### src/rtl/toh_pkg.sv
package toh_pkg;

    typedef enum logic [1:0] {
        OH_PASS      = 2'd0,
        OH_FRAME_PAR = 2'd1,
        OH_FULL      = 2'd2,
        OH_PASS_ALT  = 2'd3
    } oh_mode_e;

    localparam logic [7:0] FRAMING_HI = 8'hF6;
    localparam logic [7:0] FRAMING_LO = 8'h28;
    localparam logic [6:0] SCR_SEED   = 7'h7F;
    localparam int         FRAME_ROWS = 9;

    // Decoded role of the byte currently entering the block
    typedef struct packed {
        logic sof;
        logic a1;
        logic a2;
        logic b1;
        logic k2;
        logic scr_reset;
        logic toh;
    } toh_slot_t;

    // Registered output beat
    typedef struct packed {
        logic [7:0] data;
        logic       fp;
        logic       payload;
    } toh_beat_t;

    function automatic logic [7:0] scr_key(input logic [6:0] seed);
        logic [6:0] s;
        logic [7:0] k;
        s = seed;
        k = '0;
        for (int i = 7; i >= 0; i--) begin
            k[i] = s[6];
            s    = {s[5:0], s[6] ^ s[5]};
        end
        return k;
    endfunction

    function automatic logic [6:0] scr_step8(input logic [6:0] seed);
        logic [6:0] s;
        s = seed;
        for (int i = 0; i < 8; i++) s = {s[5:0], s[6] ^ s[5]};
        return s;
    endfunction

endpackage

### src/rtl/toh_locator.sv
module toh_locator
    import toh_pkg::*;
#(
    parameter int N_STS = 48
) (
    input  logic      clk,
    input  logic      rst,
    input  logic      in_fp,
    output logic      active,
    output toh_slot_t slot
);
    localparam int ROW_LEN  = 90 * N_STS;
    localparam int TOH_COLS = 3 * N_STS;
    localparam int COL_W    = $clog2(ROW_LEN);
    localparam int ROW_W    = 4;

    localparam logic [COL_W-1:0] LAST_COL = COL_W'(ROW_LEN - 1);
    localparam logic [COL_W-1:0] C_A2     = COL_W'(N_STS);
    localparam logic [COL_W-1:0] C_AFTER  = COL_W'(2 * N_STS);
    localparam logic [COL_W-1:0] C_TOH    = COL_W'(TOH_COLS);
    localparam logic [ROW_W-1:0] LAST_ROW = ROW_W'(FRAME_ROWS - 1);

    logic             locked;
    logic [COL_W-1:0] nxt_col, cur_col;
    logic [ROW_W-1:0] nxt_row, cur_row;

    assign cur_col = in_fp ? '0 : nxt_col;
    assign cur_row = in_fp ? '0 : nxt_row;
    assign active  = in_fp | locked;

    always_comb begin
        slot.sof       = (cur_row == '0) && (cur_col == '0);
        slot.a1        = (cur_row == '0) && (cur_col < C_A2);
        slot.a2        = (cur_row == '0) && (cur_col >= C_A2) && (cur_col < C_AFTER);
        slot.b1        = (cur_row == ROW_W'(1)) && (cur_col == '0);
        slot.k2        = (cur_row == ROW_W'(4)) && (cur_col == C_AFTER);
        slot.scr_reset = (cur_row == '0) && (cur_col == C_AFTER);
        slot.toh       = (cur_col < C_TOH);
    end

    always_ff @(posedge clk) begin
        if (rst) begin
            locked  <= 1'b0;
            nxt_col <= '0;
            nxt_row <= '0;
        end else if (active) begin
            locked <= 1'b1;
            if (cur_col == LAST_COL) begin
                nxt_col <= '0;
                nxt_row <= (cur_row == LAST_ROW) ? '0 : cur_row + 1'b1;
            end else begin
                nxt_col <= cur_col + 1'b1;
                nxt_row <= cur_row;
            end
        end
    end
endmodule

### src/rtl/toh_scrambler.sv
module toh_scrambler
    import toh_pkg::*;
(
    input  logic       clk,
    input  logic       rst,
    input  logic       advance,
    input  logic       restart,
    output logic [7:0] key
);
    logic [6:0] st_q, st_use;

    assign st_use = restart ? SCR_SEED : st_q;
    assign key    = scr_key(st_use);

    always_ff @(posedge clk) begin
        if (rst)          st_q <= SCR_SEED;
        else if (advance) st_q <= scr_step8(st_use);
    end
endmodule

### src/rtl/toh_bip8.sv
module toh_bip8 (
    input  logic       clk,
    input  logic       rst,
    input  logic       active,
    input  logic       sof,
    input  logic [7:0] byte_in,
    output logic [7:0] parity
);
    logic [7:0] acc;

    always_ff @(posedge clk) begin
        if (rst) begin
            acc    <= '0;
            parity <= '0;
        end else if (active) begin
            if (sof) begin
                parity <= acc;
                acc    <= byte_in;
            end else begin
                acc <= acc ^ byte_in;
            end
        end
    end
endmodule

### src/rtl/toh_inserter.sv
module toh_inserter
    import toh_pkg::*;
#(
    parameter int N_STS = 48
) (
    input  logic       clk,
    input  logic       rst,
    input  logic [1:0] cfg_mode,
    input  logic       cfg_a1a2_en,
    input  logic       cfg_b1_en,
    input  logic       cfg_scr_en,
    input  logic       dbg_a1a2_inv,
    input  logic       dbg_b1_inv,
    input  logic       dbg_k2_inv,
    input  logic       in_fp,
    input  logic [7:0] in_data,
    output logic [7:0] out_data,
    output logic       out_fp,
    output logic       out_payload
);
    toh_slot_t  slot;
    toh_beat_t  beat_d, beat_q;
    oh_mode_e   mode;
    logic       active, framing;
    logic [7:0] key, b1_val, ins_byte, cor_byte, fin_byte;

    assign mode    = oh_mode_e'(cfg_mode);
    assign framing = slot.a1 | slot.a2;

    toh_locator #(.N_STS(N_STS)) u_loc (
        .clk(clk), .rst(rst), .in_fp(in_fp), .active(active), .slot(slot)
    );

    toh_scrambler u_scr (
        .clk(clk), .rst(rst), .advance(active),
        .restart(slot.scr_reset), .key(key)
    );

    toh_bip8 u_bip (
        .clk(clk), .rst(rst), .active(active), .sof(slot.sof),
        .byte_in(fin_byte), .parity(b1_val)
    );

    // Overhead substitution by mode
    always_comb begin
        ins_byte = in_data;
        case (mode)
            OH_FRAME_PAR: begin
                if (framing && cfg_a1a2_en) ins_byte = slot.a1 ? FRAMING_HI : FRAMING_LO;
                if (slot.b1 && cfg_b1_en)   ins_byte = b1_val;
            end
            OH_FULL: begin
                if (slot.toh) begin
                    ins_byte = '0;
                    if (framing && cfg_a1a2_en) ins_byte = slot.a1 ? FRAMING_HI : FRAMING_LO;
                    if (slot.b1 && cfg_b1_en)   ins_byte = b1_val;
                end
            end
            default: ins_byte = in_data;
        endcase
    end

    // Debug inversion, then scrambling outside the framing slots
    always_comb begin
        cor_byte = ins_byte;
        if ((framing && dbg_a1a2_inv) || (slot.b1 && dbg_b1_inv) || (slot.k2 && dbg_k2_inv))
            cor_byte = ~ins_byte;
        fin_byte = (cfg_scr_en && !framing) ? (cor_byte ^ key) : cor_byte;
    end

    always_comb begin
        beat_d.data    = active ? fin_byte : in_data;
        beat_d.fp      = active & slot.sof;
        beat_d.payload = active & ~slot.toh;
    end

    always_ff @(posedge clk) begin
        if (rst) beat_q <= '0;
        else     beat_q <= beat_d;
    end

    assign out_data    = beat_q.data;
    assign out_fp      = beat_q.fp;
    assign out_payload = beat_q.payload;
endmodule

### config.mk
export PLATFORM = sky130hd
export DESIGN_NAME = toh_inserter
export DESIGN_NICKNAME = d
export VERILOG_FILES = /design/src/rtl/toh_pkg.sv /design/src/rtl/toh_locator.sv /design/src/rtl/toh_scrambler.sv /design/src/rtl/toh_bip8.sv /design/src/rtl/toh_inserter.sv
export SDC_FILE = /design/constraint.sdc
export NUM_CORES = 1
export LEC_CHECK = 0
export BUFFER_PORTS_ARGS = -buffer_cell sky130_fd_sc_hd__buf_4
export CORE_UTILIZATION = 43
export CTS_CLUSTER_DIAMETER = 50
export DETAILED_ROUTE_END_ITERATION = 8
export SLEW_MARGIN = 40
export SYNTH_ARGS = -nofsm -noshare
export SYNTH_HDL_FRONTEND = slang
export SYNTH_HIERARCHICAL = 1
export SYNTH_SLANG_ARGS = --single-unit
### constraint.sdc
create_clock -name clk -period 5.4 [get_ports clk]
set_clock_uncertainty 0.1 [all_clocks]
set_input_delay 0.54 -clock clk [delete_from_list [all_inputs] [get_ports clk]]
set_output_delay 0.54 -clock clk [all_outputs]
set_load 0.02 [all_outputs]
==> results of run 1 <==
==> sequential cells by signal (all words and copies together) (netlist names) <==
register,count
u_loc/nxt_col,13
out_data,8
u_bip/acc,8
u_bip/parity,8
u_scr/st_q,7
u_loc/nxt_row,4
out_fp,1
out_payload,1
u_loc/locked,1
==> kinds of logic (layout without fill, tap and decap cells) <==
group / count (synthesis) / in the layout / share of synthesized area [%]
and+or+nand+nor: 171 / 171 / 29.3
buffers and inverters: 38 / 50 / 6.21
xor gates and xnor gates: 27 / 27 / 7.03
adders and majority gates: 7 / 7 / 2.61
muxes: 4 / 4 / 1.34
AOI/OAI and AO/OA: 115 / 115 / 23.2
DFF: 51 / 51 / 30.4
==> cell type report <==
class	count	area, µm²
Multi-Input combinational cell	324	2140
Sequential cell	51	1020
Clock buffer	8	100
Tap cell	99	124
Fill cell	768	3750
Timing Repair Buffer	29	218
Inverter	13	48.8
==> critical path, cell delays in order <==
cell and delay [ps]:
buf_4 200, inv_1 230, nand2_1 150, ha_1 210, nand4_1 140, nor3b_1 710
or2_2 230, nand2_1 60, xor2_1 430, xor2_1 240, nand2_1 70, o32ai_1 240
==> how the worst max path moves through the flow <==
stage / endpoint / slack (ps) / cells past startpoint
finish: u_bip/acc[6] / 2060 / 12
floorplan: u_bip/acc[4] / 1930 / 14
detailed placement: u_bip/acc[3] / 1560 / 12
global placement: u_bip/acc[3] / 1690 / 12
global route: u_bip/acc[1] / 1820 / 13
CTS: u_bip/acc[3] / 1870 / 12
==> synthesized netlist by cell type (all sizes together), types with 6 or more instances <==
| library cell | count |
|---|---|
| nand4 | 7 |
| nand3 | 20 |
| buf | 17 |
| inv | 13 |
| xor2 | 11 |
| or4 | 8 |
| xnor2 | 16 |
| or2 | 11 |
| ha | 7 |
| nor3 | 11 |
| nand2b | 9 |
| dfxtp | 51 |
| and2b | 6 |
| nor2b | 9 |
| a31oi | 16 |
| nand2 | 42 |
| a21bo | 8 |
| clkbuf | 8 |
| nor2 | 21 |
| a21oi | 32 |
| o21ai | 23 |
==> power breakdown <==
part           switching [mW]  internal [mW]
Combinational           0.112         0.0975
Clock                   0.124          0.117
Sequential             0.0296          0.408
==> per-stage QoR <==
step	utilization [%]	power (mW)	cell area [µm²]
final	49.3	0.889	3660
after detailed placement	47.9	0.655	3550
after global placement	47.8	0.650	3540
after global routing	49.3	0.948	3660
after CTS	49.3	0.898	3650
after floorplan	-	0.603	3360
==> metal layers <==
metal | vias up | part of all wire, % | global-route usage (%)
met5 | - | 0 | 0
met4 | 0 | 1.2 | 5.65
met3 | 6 | 3.5 | 3.54
met2 | 55 | 42 | 28.3
met1 | 1388 | 53 | 29.9
li1 | 1519 | - | -
==> reports/metrics.yaml, run 1 <==
route:
  via_count: 2968
  detail_route.iter0.violations: 182
  detail_route.wirelength_mm: 7.97
  detail-route-antenna-nets: 0
  first_pass_iters: 5
  post_drt_via_cell_ratio: 5.66
  drc: 0
  route.detailed.wl_per_inst_um: 15.2
global_routing:
  antenna_found_initial: 0
  maximum_number_of_pins_on_one_net_before_global_route_repair: 51
  grt_util_all_layers_pct: 19.8
  grt_pass1_wl_mm: 13.3
  vias_in_the_first_global_route: 2596
  global_route.overflow_total: 0
sta:
  fin_tns_setup_ps: 0
  worst_slew_margin_relative_to_its_limit_pct: 45.5
  clock.fmax_mhz: 300
  setup_viol: 0
  final_critical_path_setup_slack_ps: 2060
  fin_crit_sh_pct: 61.8
  time_the_final_worst_path_needs_with_i_o_delays_and_setup_ps: 3340
  grt_setup_unrepaired: "no"
  slew_worst_pin_ps: 816
  number_of_pins_exceeding_their_max_slew_limit_in_the_final_report: 0
  timing_hold_violations_final: 0
  final.hold.worst_slack_ps: 387
setup_path:
  path_class: "in -> reg"
  critPathRequiredTime_ps: 5520
  timing.critical_path.from_type: "primary input"
  ff2ff_setup_slack_ps: 2100
  critical_path_peak_fanout: 20
  arrival_ps: 3460
  setup.worst_path.end_class: "flip-flop"
  rr_endpoint: "u_bip/acc[6]"
  timing.rr.start: "u_loc/nxt_col[5]"
  crit_path_start: "in_fp"
  worst-r2r-cell-count: 9
clock_network:
  clock_path_buffers: 2
  cts_tree: "yes"
  cts_hold_buffers: 0
  clk-insertion-delay-late_ps: 300
  cts-buffers-inserted: 5
  post-cts-setup-buffer-count: 0
  cts_repair_resize_count: 0
  cts.reportedPaths.clkPinSlew_ps: 90
  htree_num_levels: 2
  cts_root_buf: "clkbuf_8"
  numClockSinks: 51
placement:
  placed_instances: 516
  gp_congestion: 0.819
  post-place-ws_ps: 1560
  dpl.hpwl_mm: 5.70
  port_buffers: 28
yosys:
  synthesis.nets: 439
  synth_edf_count: 0
  post_synth_main_area_contributors: "dfxtp_1 (30%), a21oi_1 (4.8%), nand2_1 (4.6%)"
  synth-async-reset-ratio_pct: 0
  synth_flop_cell: "dfxtp_1"
  synth_top_area_cell: "dfxtp_1"
  yosysWarningCount: 6
  synth_seq_cells: 51
  post_synth_instance_area_mm2: 0.00336
  post_synth_inst_count: 413
  synth.avg_cell_area_um2: 8.14
  share_of_synthesized_area_occupied_by_flip_flops_and_latches_pct: 30.4
  yosysUniqueCellTypes: 61
  post-synth-top-area-fraction_pct: 30.4
die:
  die_width_um: 90.4
  dieArea_mm2: 0.00818
  rows: 31
  placeableCoreArea_mm2: 0.00741
  initial_utilization_pct: 45.4
  die_height_um: 90.4
  io-pin-count: 29
cells_and_area:
  layout.cells.non_filler: 524
  post_route_cells_drive_above_1_share_pct: 16.9
  design.final.nets: 450
  mostFrequentLayoutCells: "dfxtp_1 (51), nand2_1 (41), a21oi_1 (32)"
  mostFrequentLayoutCell: "dfxtp_1"
  syn_to_final_growth_pct: 8.75
  antennaDiodeCount: 0
worst_hold_path:
  hold-path-endpoint: "u_bip/parity[7]"
  min_delay_path_depth: 2
  hold_path_startpoint: "u_bip/acc[7]"
  worst_hold_path_type: "reg -> reg"
pwr:
  power_density_mw_per_mm2: 243
  power_leakage_nw: 1.32
  vdd_ir_drop_max_mv: 0.156
status:
  status: "completed"
job:
  maxCapViolations: 0
Note: power is estimated with default switching activity, not from simulation.
==> run 2: changes to the inputs <==
- ABC_AREA: unset -> 1
- clock period: 5.4 -> 3 ns (I/O delays scaled with it)
==> run 2 against run 1 <==
Net effect:
- via count rose by 13%
- non-clock buffer count rose by 8
- hold slack got worse by 190 ps
- total power rose by 78%
- clock power rose by 78%
- combinational power rose by 84%
- final area rose by 6.0%
- first-iteration DRC count fell by 50%
- global-route usage rose by 1.9 points
- core utilization rose by 0.81 points
==> reports/metrics.yaml, run 2 <==
yosys:
  share_of_synthesized_area_occupied_by_flip_flops_and_latches_pct: 29.7  # -0.70 points
  netlist_top_cells_count: "nand2_1 (176), nor2_1 (90), inv_1 (75), dfxtp_1 (51), nand3_1 (36)"
  post_synth_mux_area_share_pct: 0  # -1.3 points
  synth_seq_cells: 51  # unchanged
  synth-compound-area-share_pct: 9.13  # -14 points
  synthesis.nets: 588  # +34%
  yosysWarningCount: 6  # unchanged
  synth_top_family_by_area: "simple AND/OR/NAND/NOR gates"
  synth_flop_cell: "dfxtp_1"
  post_synth_main_area_contributors: "dfxtp_1 (30%), nand2_1 (19%), nor2_1 (9.8%)"
  yosys.area_share.xor_xnor_pct: 3.05  # -4.0 points
  post-synth-top-area-fraction_pct: 29.7  # -0.70 points
  synth-async-reset-ratio_pct: 0  # unchanged
  yosysUniqueCellTypes: 34  # -44%
  synth_top_area_cell: "dfxtp_1"
  synth_edf_count: 0  # unchanged
  synth.avg_cell_area_um2: 6.12  # -25%
  post_synth_inst_count: 562  # +36%
  post_synth_instance_area_mm2: 0.00344  # +2.3%
  yosysMostFrequentCell: "nand2_1"
  synth_fa_ha_area_share_pct: 2.55  # -0.060 points
  synth_simple_gate_area_share_pct: 44.3  # +15 points
route:
  detail_route.wirelength_mm: 8.44  # +5.9%
  route.detailed.wl_per_inst_um: 12.1  # -21%
  first_pass_iters: 4  # -1
  detail_route.iter0.violations: 91  # -50%
  drc: 0  # unchanged
  via_count: 3354  # +13%
  detail_route.wirelength.met1_mm: 3.82  # -9.6%
  post_drt_via_cell_ratio: 4.79  # -15%
  met3RoutedLength_um: 292  # +3.5%
  wl_met2_mm: 4.26  # +27%
  dr.max_layer_used: "met4"
  detail-route-antenna-nets: 0  # unchanged
setup_path:
  critPathRequiredTime_ps: 3140  # -2380 ps
  timing.critical_path.from_type: "flip-flop"
  worst-r2r-cell-count: 21  # +12
  arrival_ps: 2850  # -610 ps
  path_class: "reg -> reg"
  rr_endpoint: "u_bip/acc[0]"
  timing.rr.start: "u_loc/nxt_row[1]"
  ff2ff_setup_slack_ps: 290  # -1810 ps
  setup.worst_path.end_class: "flip-flop"
  critical_path_peak_fanout: 7  # -65%
sta:
  clock.fmax_mhz: 369
  setup_viol: 0  # unchanged
  number_of_pins_exceeding_their_max_slew_limit_in_the_final_report: 0  # unchanged
  worst_slew_margin_relative_to_its_limit_pct: 69.6  # +24 points
  final.hold.worst_slack_ps: 198  # -189 ps
  timing_hold_violations_final: 0  # unchanged
  final_critical_path_setup_slack_ps: 287  # -1770 ps
  time_the_final_worst_path_needs_with_i_o_delays_and_setup_ps: 2710
  fin_crit_sh_pct: 90.4
  slew_worst_pin_ps: 455  # -361 ps
  grt_setup_unrepaired: "no"
cells_and_area:
  design.final.nets: 623  # +38%
  mostFrequentLayoutCell: "nand2_1"
  antennaDiodeCount: 0  # unchanged
  multi_input_comb_area_mm2: 0.00205  # -4.6%
  syn_to_final_growth_pct: 12.7
  post_route_cells_drive_above_1_share_pct: 15.4  # -1.6 points
  layout.cells.non_filler: 700  # +34%
  mostFrequentLayoutCells: "nand2_1 (175), nor2_1 (87), inv_1 (75)"
  largest-register: "u_loc/nxt_col"
  ff_latch_area_mm2: 0.00102  # unchanged
  fillerInstances: 814  # +6.0%
  post-route-util_pct: 50.2  # +0.81 points
  largest_register_ff_count: 13  # unchanged
die:
  placeableCoreArea_mm2: 0.00773  # +4.3%
  dieArea_mm2: 0.00836  # +2.3%
  die_height_um: 91.5  # +1.1%
  rows: 32  # +3.2%
  io-pin-count: 29  # unchanged
  die_width_um: 91.5  # +1.1%
  initial_utilization_pct: 44.5  # -0.85 points
clock_network:
  numClockSinks: 51  # unchanged
  clk-insertion-delay-late_ps: 310  # about the same
  clock_path_buffers: 2  # unchanged
  cts-buffers-inserted: 5  # unchanged
  cts.reportedPaths.clkPinSlew_ps: 110  # +20 ps
  cts_tree: "yes"
  cts_root_buf: "clkbuf_8"
  cts_hold_buffers: 0  # unchanged
  htree_num_levels: 2  # unchanged
worst_hold_path:
  hold-path-endpoint: "out_data[1]"
  min_delay_path_depth: 3  # +1
  worst_hold_path_type: "in -> reg"
  hold_path_startpoint: "in_data[1]"
placement:
  port_buffers: 28  # unchanged
  post-place-ws_ps: -107  # -1670 ps
  dpl.hpwl_mm: 6.58  # +15%
  gp_congestion: 0.886  # +8.1%
  placed_instances: 692  # +34%
global_routing:
  global_route.overflow_total: 0  # unchanged
  grt_pass1_wl_mm: 14.6  # +9.9%
  vias_in_the_first_global_route: 3246  # +25%
  maximum_number_of_pins_on_one_net_before_global_route_repair: 27  # -47%
  antenna_found_initial: 0  # unchanged
  grt_util_all_layers_pct: 21.7  # +1.9 points
pwr:
  power_leakage_nw: 2.00  # +52%
  power_density_mw_per_mm2: 407  # +68%
  vdd_ir_drop_max_mv: 0.219  # +40%
status:
  status: "completed"
job:
  maxCapViolations: 0  # unchanged
## run 2: area by class of cell
class / count / share of cell area (%)
clock buffer: 6 / 2.13
clock inverter: 2 / 0.420
inverter: 81 / 7.84
multi-input combinational: 421 / 52.8
sequential: 51 / 26.3
tap: 102 / 3.29
timing repair buffer: 37 / 7.17
## run 2: worst max-delay path by stage
| stage | start | to | slack (ps) | cells after the start |
|---|---|---|---|---|
| after floorplan | in_fp | u_bip/acc[6] | 600 | 17 |
| after global routing | u_loc/nxt_row[0] | u_bip/acc[0] | 10 | 21 |
| after CTS | u_loc/nxt_row[1] | u_bip/acc[0] | 200 | 20 |
| final | u_loc/nxt_row[1] | u_bip/acc[0] | 290 | 21 |
| after global placement | in_fp | u_bip/acc[6] | -100 | 18 |
| after detailed placement | in_fp | u_bip/acc[4] | -110 | 19 |
## run 2: kinds of logic after synthesis
family                     count (synthesis)
and+or+nand+nor                          345
buffers and inverters                     90
AOI/OAI and AO/OA                         57
DFF                                       51
xor gates and xnor gates                  12
adders and majority gates                  7
## run 2: report_power, final
part | internal, mW | switching [mW] | total, mW
sequential | 0.732 | 0.0315 | 0.763
clock | 0.189 | 0.239 | 0.428
combinational | 0.140 | 0.247 | 0.387
total | 1.06 | 0.518 | 1.58
## run 2: what timing repair did
item                       in CTS  in global routing
setup buffers                   0                  0
gates resized for setup         0                  6
setup endpoints to repair       0                  8
## run 2: metrics by stage
step	power, mW	instance area, µm²	setup TNS [ps]
floorplan	1.06	3440	0
finish	1.58	3880	0
detailed placement	1.17	3760	-450
CTS	1.60	3860	0
global placement	1.16	3760	-469
global route	1.69	3880	0
## run 2: layer usage
metal / up-vias / GRT usage (%)
met5: - / 0
met4: 0 / 4.89
met3: 4 / 3.02
met2: 59 / 40.5
met1: 1481 / 25.9
li1: 1810 / -
## run 2: critical path, cell delays in order (launching register included)
cell	delay [ps]
dfxtp_1	360
inv_1	50
nor2_2	130
inv_1	80
ha_1	220
nand2_1	90
nor2_1	50
inv_1	120
nor2_1	70
buf_4	160
nor2_1	150
nand2_1	80
nand2_2	110
inv_1	50
nor2_1	120
xnor2_1	190
nand3_1	160
nand2_1	90
nand2_1	70
nand2_1	70
nand2_1	40
nor2_1	100
==> run 3: changes to the inputs <==
- ABC_AREA: 1 -> unset
- CORE_ASPECT_RATIO: unset -> 1.25
==> run 3 against run 2 <==
Net effect:
- combinational power increased by 7.0%
- setup slack got worse by 130 ps
- non-clock buffer count increased by 16
- sequential share of layout area decreased by 0.19 points
- critical path type unchanged
- highest routed layer unchanged
==> reports/metrics.yaml, run 3 (synthesis results as in run 1) <==
placement:
  gp_congestion: 0.884  # -0.18%
  post_dp_cell_area_mm2: 0.00373  # -0.96%
  post-place-ws_ps: 62.4  # +170 ps
  placed_instances: 533  # -23%
  port_buffers: 28  # unchanged
  dpl.hpwl_mm: 6.48  # -1.5%
die:
  die_height_um: 101  # +10%
  rows: 35  # +9.4%
  initial_utilization_pct: 44.9  # +0.37 points
  io-pin-count: 29  # unchanged
  die_width_um: 81.1  # -11%
  dieArea_mm2: 0.00818  # -2.2%
  placeableCoreArea_mm2: 0.00749  # -3.1%
pwr:
  post-layout-total-power_mw: 1.69  # +7.0%
  power_leakage_nw: 1.46  # -27%
  vdd_ir_drop_max_mv: 0.245  # +12%
  power_density_mw_per_mm2: 433  # +6.3%
setup_path:
  path_class: "reg -> reg"
  setup.worst_path.end_class: "flip-flop"
  critical_path_peak_fanout: 5  # -2
  ff2ff_setup_slack_ps: 150  # -130 ps
  timing.rr.start: "u_loc/nxt_col[11]"
  critPathRequiredTime_ps: 3110  # -30 ps
  rr_endpoint: "u_bip/acc[7]"
  timing.critical_path.from_type: "flip-flop"
  arrival_ps: 2950  # +100 ps
  worst-r2r-cell-count: 10  # -52%
cells_and_area:
  mostFrequentLayoutCells: "buf_4 (53), dfxtp_1 (51), nand2_1 (40)"
  fillerInstances: 716  # -12%
  largest_register_ff_count: 13  # unchanged
  mostFrequentLayoutCell: "buf_4"
  syn_to_final_growth_pct: 16.1
  post_route_cells_drive_above_1_share_pct: 23.7  # +8.3 points
  antennaDiodeCount: 0  # unchanged
  layout.cells.non_filler: 540  # -23%
  final_design_area_no_fill_mm2: 0.00390  # +0.71%
  largest-register: "u_loc/nxt_col"
  design.final.nets: 474  # -24%
worst_hold_path:
  hold-path-endpoint: "out_data[5]"
  worst_hold_path_type: "in -> reg"
  hold_path_startpoint: "in_data[5]"
  min_delay_path_depth: 3  # unchanged
clock_network:
  cts.reportedPaths.clkPinSlew_ps: 100  # about the same
  cts_tree: "yes"
  numClockSinks: 51  # unchanged
  clock_path_buffers: 2  # unchanged
  post-cts-setup-buffer-count: 0  # unchanged
  cts_root_buf: "clkbuf_8"
  cts_hold_buffers: 0  # unchanged
  cts_repair_resize_count: 0  # unchanged
  cts-buffers-inserted: 5  # unchanged
  htree_num_levels: 2  # unchanged
  clk-insertion-delay-late_ps: 300  # about the same
route:
  drc: 0  # unchanged
  route.detailed.wl_per_inst_um: 16.1  # +34%
  post_drt_via_cell_ratio: 5.77  # +20%
  first_pass_iters: 4  # unchanged
  via_count: 3114  # -7.2%
  detail-route-antenna-nets: 0  # unchanged
  detail_route.wirelength_mm: 8.72  # +3.3%
  detail_route.iter0.violations: 104  # +14%
global_routing:
  grt_pass1_wl_mm: 14.6  # about the same
  maximum_number_of_pins_on_one_net_before_global_route_repair: 51  # +89%
  antenna_found_initial: 0  # unchanged
  global_route.overflow_total: 0  # unchanged
  grt_util_all_layers_pct: 22.9  # +1.2 points
  vias_in_the_first_global_route: 3067  # -5.5%
sta:
  clock.fmax_mhz: 351  # -4.7%
  slew_worst_pin_ps: 505  # +49.4 ps
  grt_setup_unrepaired: "yes"
  setup_viol: 0  # unchanged
  fin_crit_sh_pct: 94.9  # +4.5 points
  number_of_pins_exceeding_their_max_slew_limit_in_the_final_report: 0  # unchanged
  worst_slew_margin_relative_to_its_limit_pct: 66.3  # -3.3 points
  final_critical_path_setup_slack_ps: 153  # -134 ps
  time_the_final_worst_path_needs_with_i_o_delays_and_setup_ps: 2850  # +134 ps
  timing_hold_violations_final: 0  # unchanged
  final.hold.worst_slack_ps: 184  # -13.9 ps
job:
  maxCapViolations: 0  # unchanged
status:
  status: "completed"
## run 3: changes by cell type in the layout (fill, tap and decap cells not counted), sizes merged, moves of 16 or more
cell   before  now
a31oi       0   16
inv        81   13
nand2     187   42
nand3      38   20
buf        37   53
nor2      102   21
## run 3: worst max-delay path: stages (launching register included)
cell     delay, ps
dfxtp_1        380
nor4_4         350
a21oi_1        180
a31oi_1        230
nor2b_1        130
or2_2          340
o311a_1        350
nor2_1         130
xor2_1         250
o21ai_0        110
a32o_1         220
## run 3: metal layers
layer / up-vias / wire, µm / track usage [%]
li1: 1570 / - / -
met3: 17 / 241 / 3.08
met4: 0 / 204 / 9.48
met1: 1468 / 3950 / 28.8
met2: 59 / 4320 / 38.7
met5: - / 0 / 0
## run 3: layout make-up
| class | count | area (µm²) | share of cell area [%] |
|---|---|---|---|
| Clock buffer | 5 | 68.8 | 1.76 |
| Multi-Input combinational cell | 324 | 2210 | 56.7 |
| Timing Repair Buffer | 53 | 398 | 10.2 |
| Tap cell | 92 | 115 | 2.95 |
| Inverter | 13 | 48.8 | 1.25 |
| Clock inverter | 2 | 37.5 | 0.962 |
| Sequential cell | 51 | 1020 | 26.2 |
## run 3: report_power, final
group	internal, mW	total (mW)	switching (mW)
Combinational	0.193	0.414	0.221
Sequential	0.735	0.787	0.0525
Clock	0.244	0.487	0.243
## run 3: per-stage QoR
stage	utilization (%)	setup TNS [ps]
detailed placement	49.8	0
global route	52.1	-83.2
global placement	49.8	0
floorplan	-	0
finish	52.1	0
CTS	51.2	0
## run 3: how the worst max path moves through the flow
stage / startpoint / end / slack [ps] / cells after the start
4_1_cts: u_loc/nxt_col[8] / u_bip/acc[3] / 40 / 10
3_5_place_dp: u_loc/nxt_col[8] / u_bip/acc[3] / 60 / 10
6_report: u_loc/nxt_col[11] / u_bip/acc[7] / 150 / 10
2_1_floorplan: in_fp / u_bip/acc[4] / 1 / 14
3_3_place_gp: in_fp / u_bip/acc[7] / 90 / 13
5_1_grt: u_loc/nxt_col[11] / u_bip/acc[1] / -40 / 10
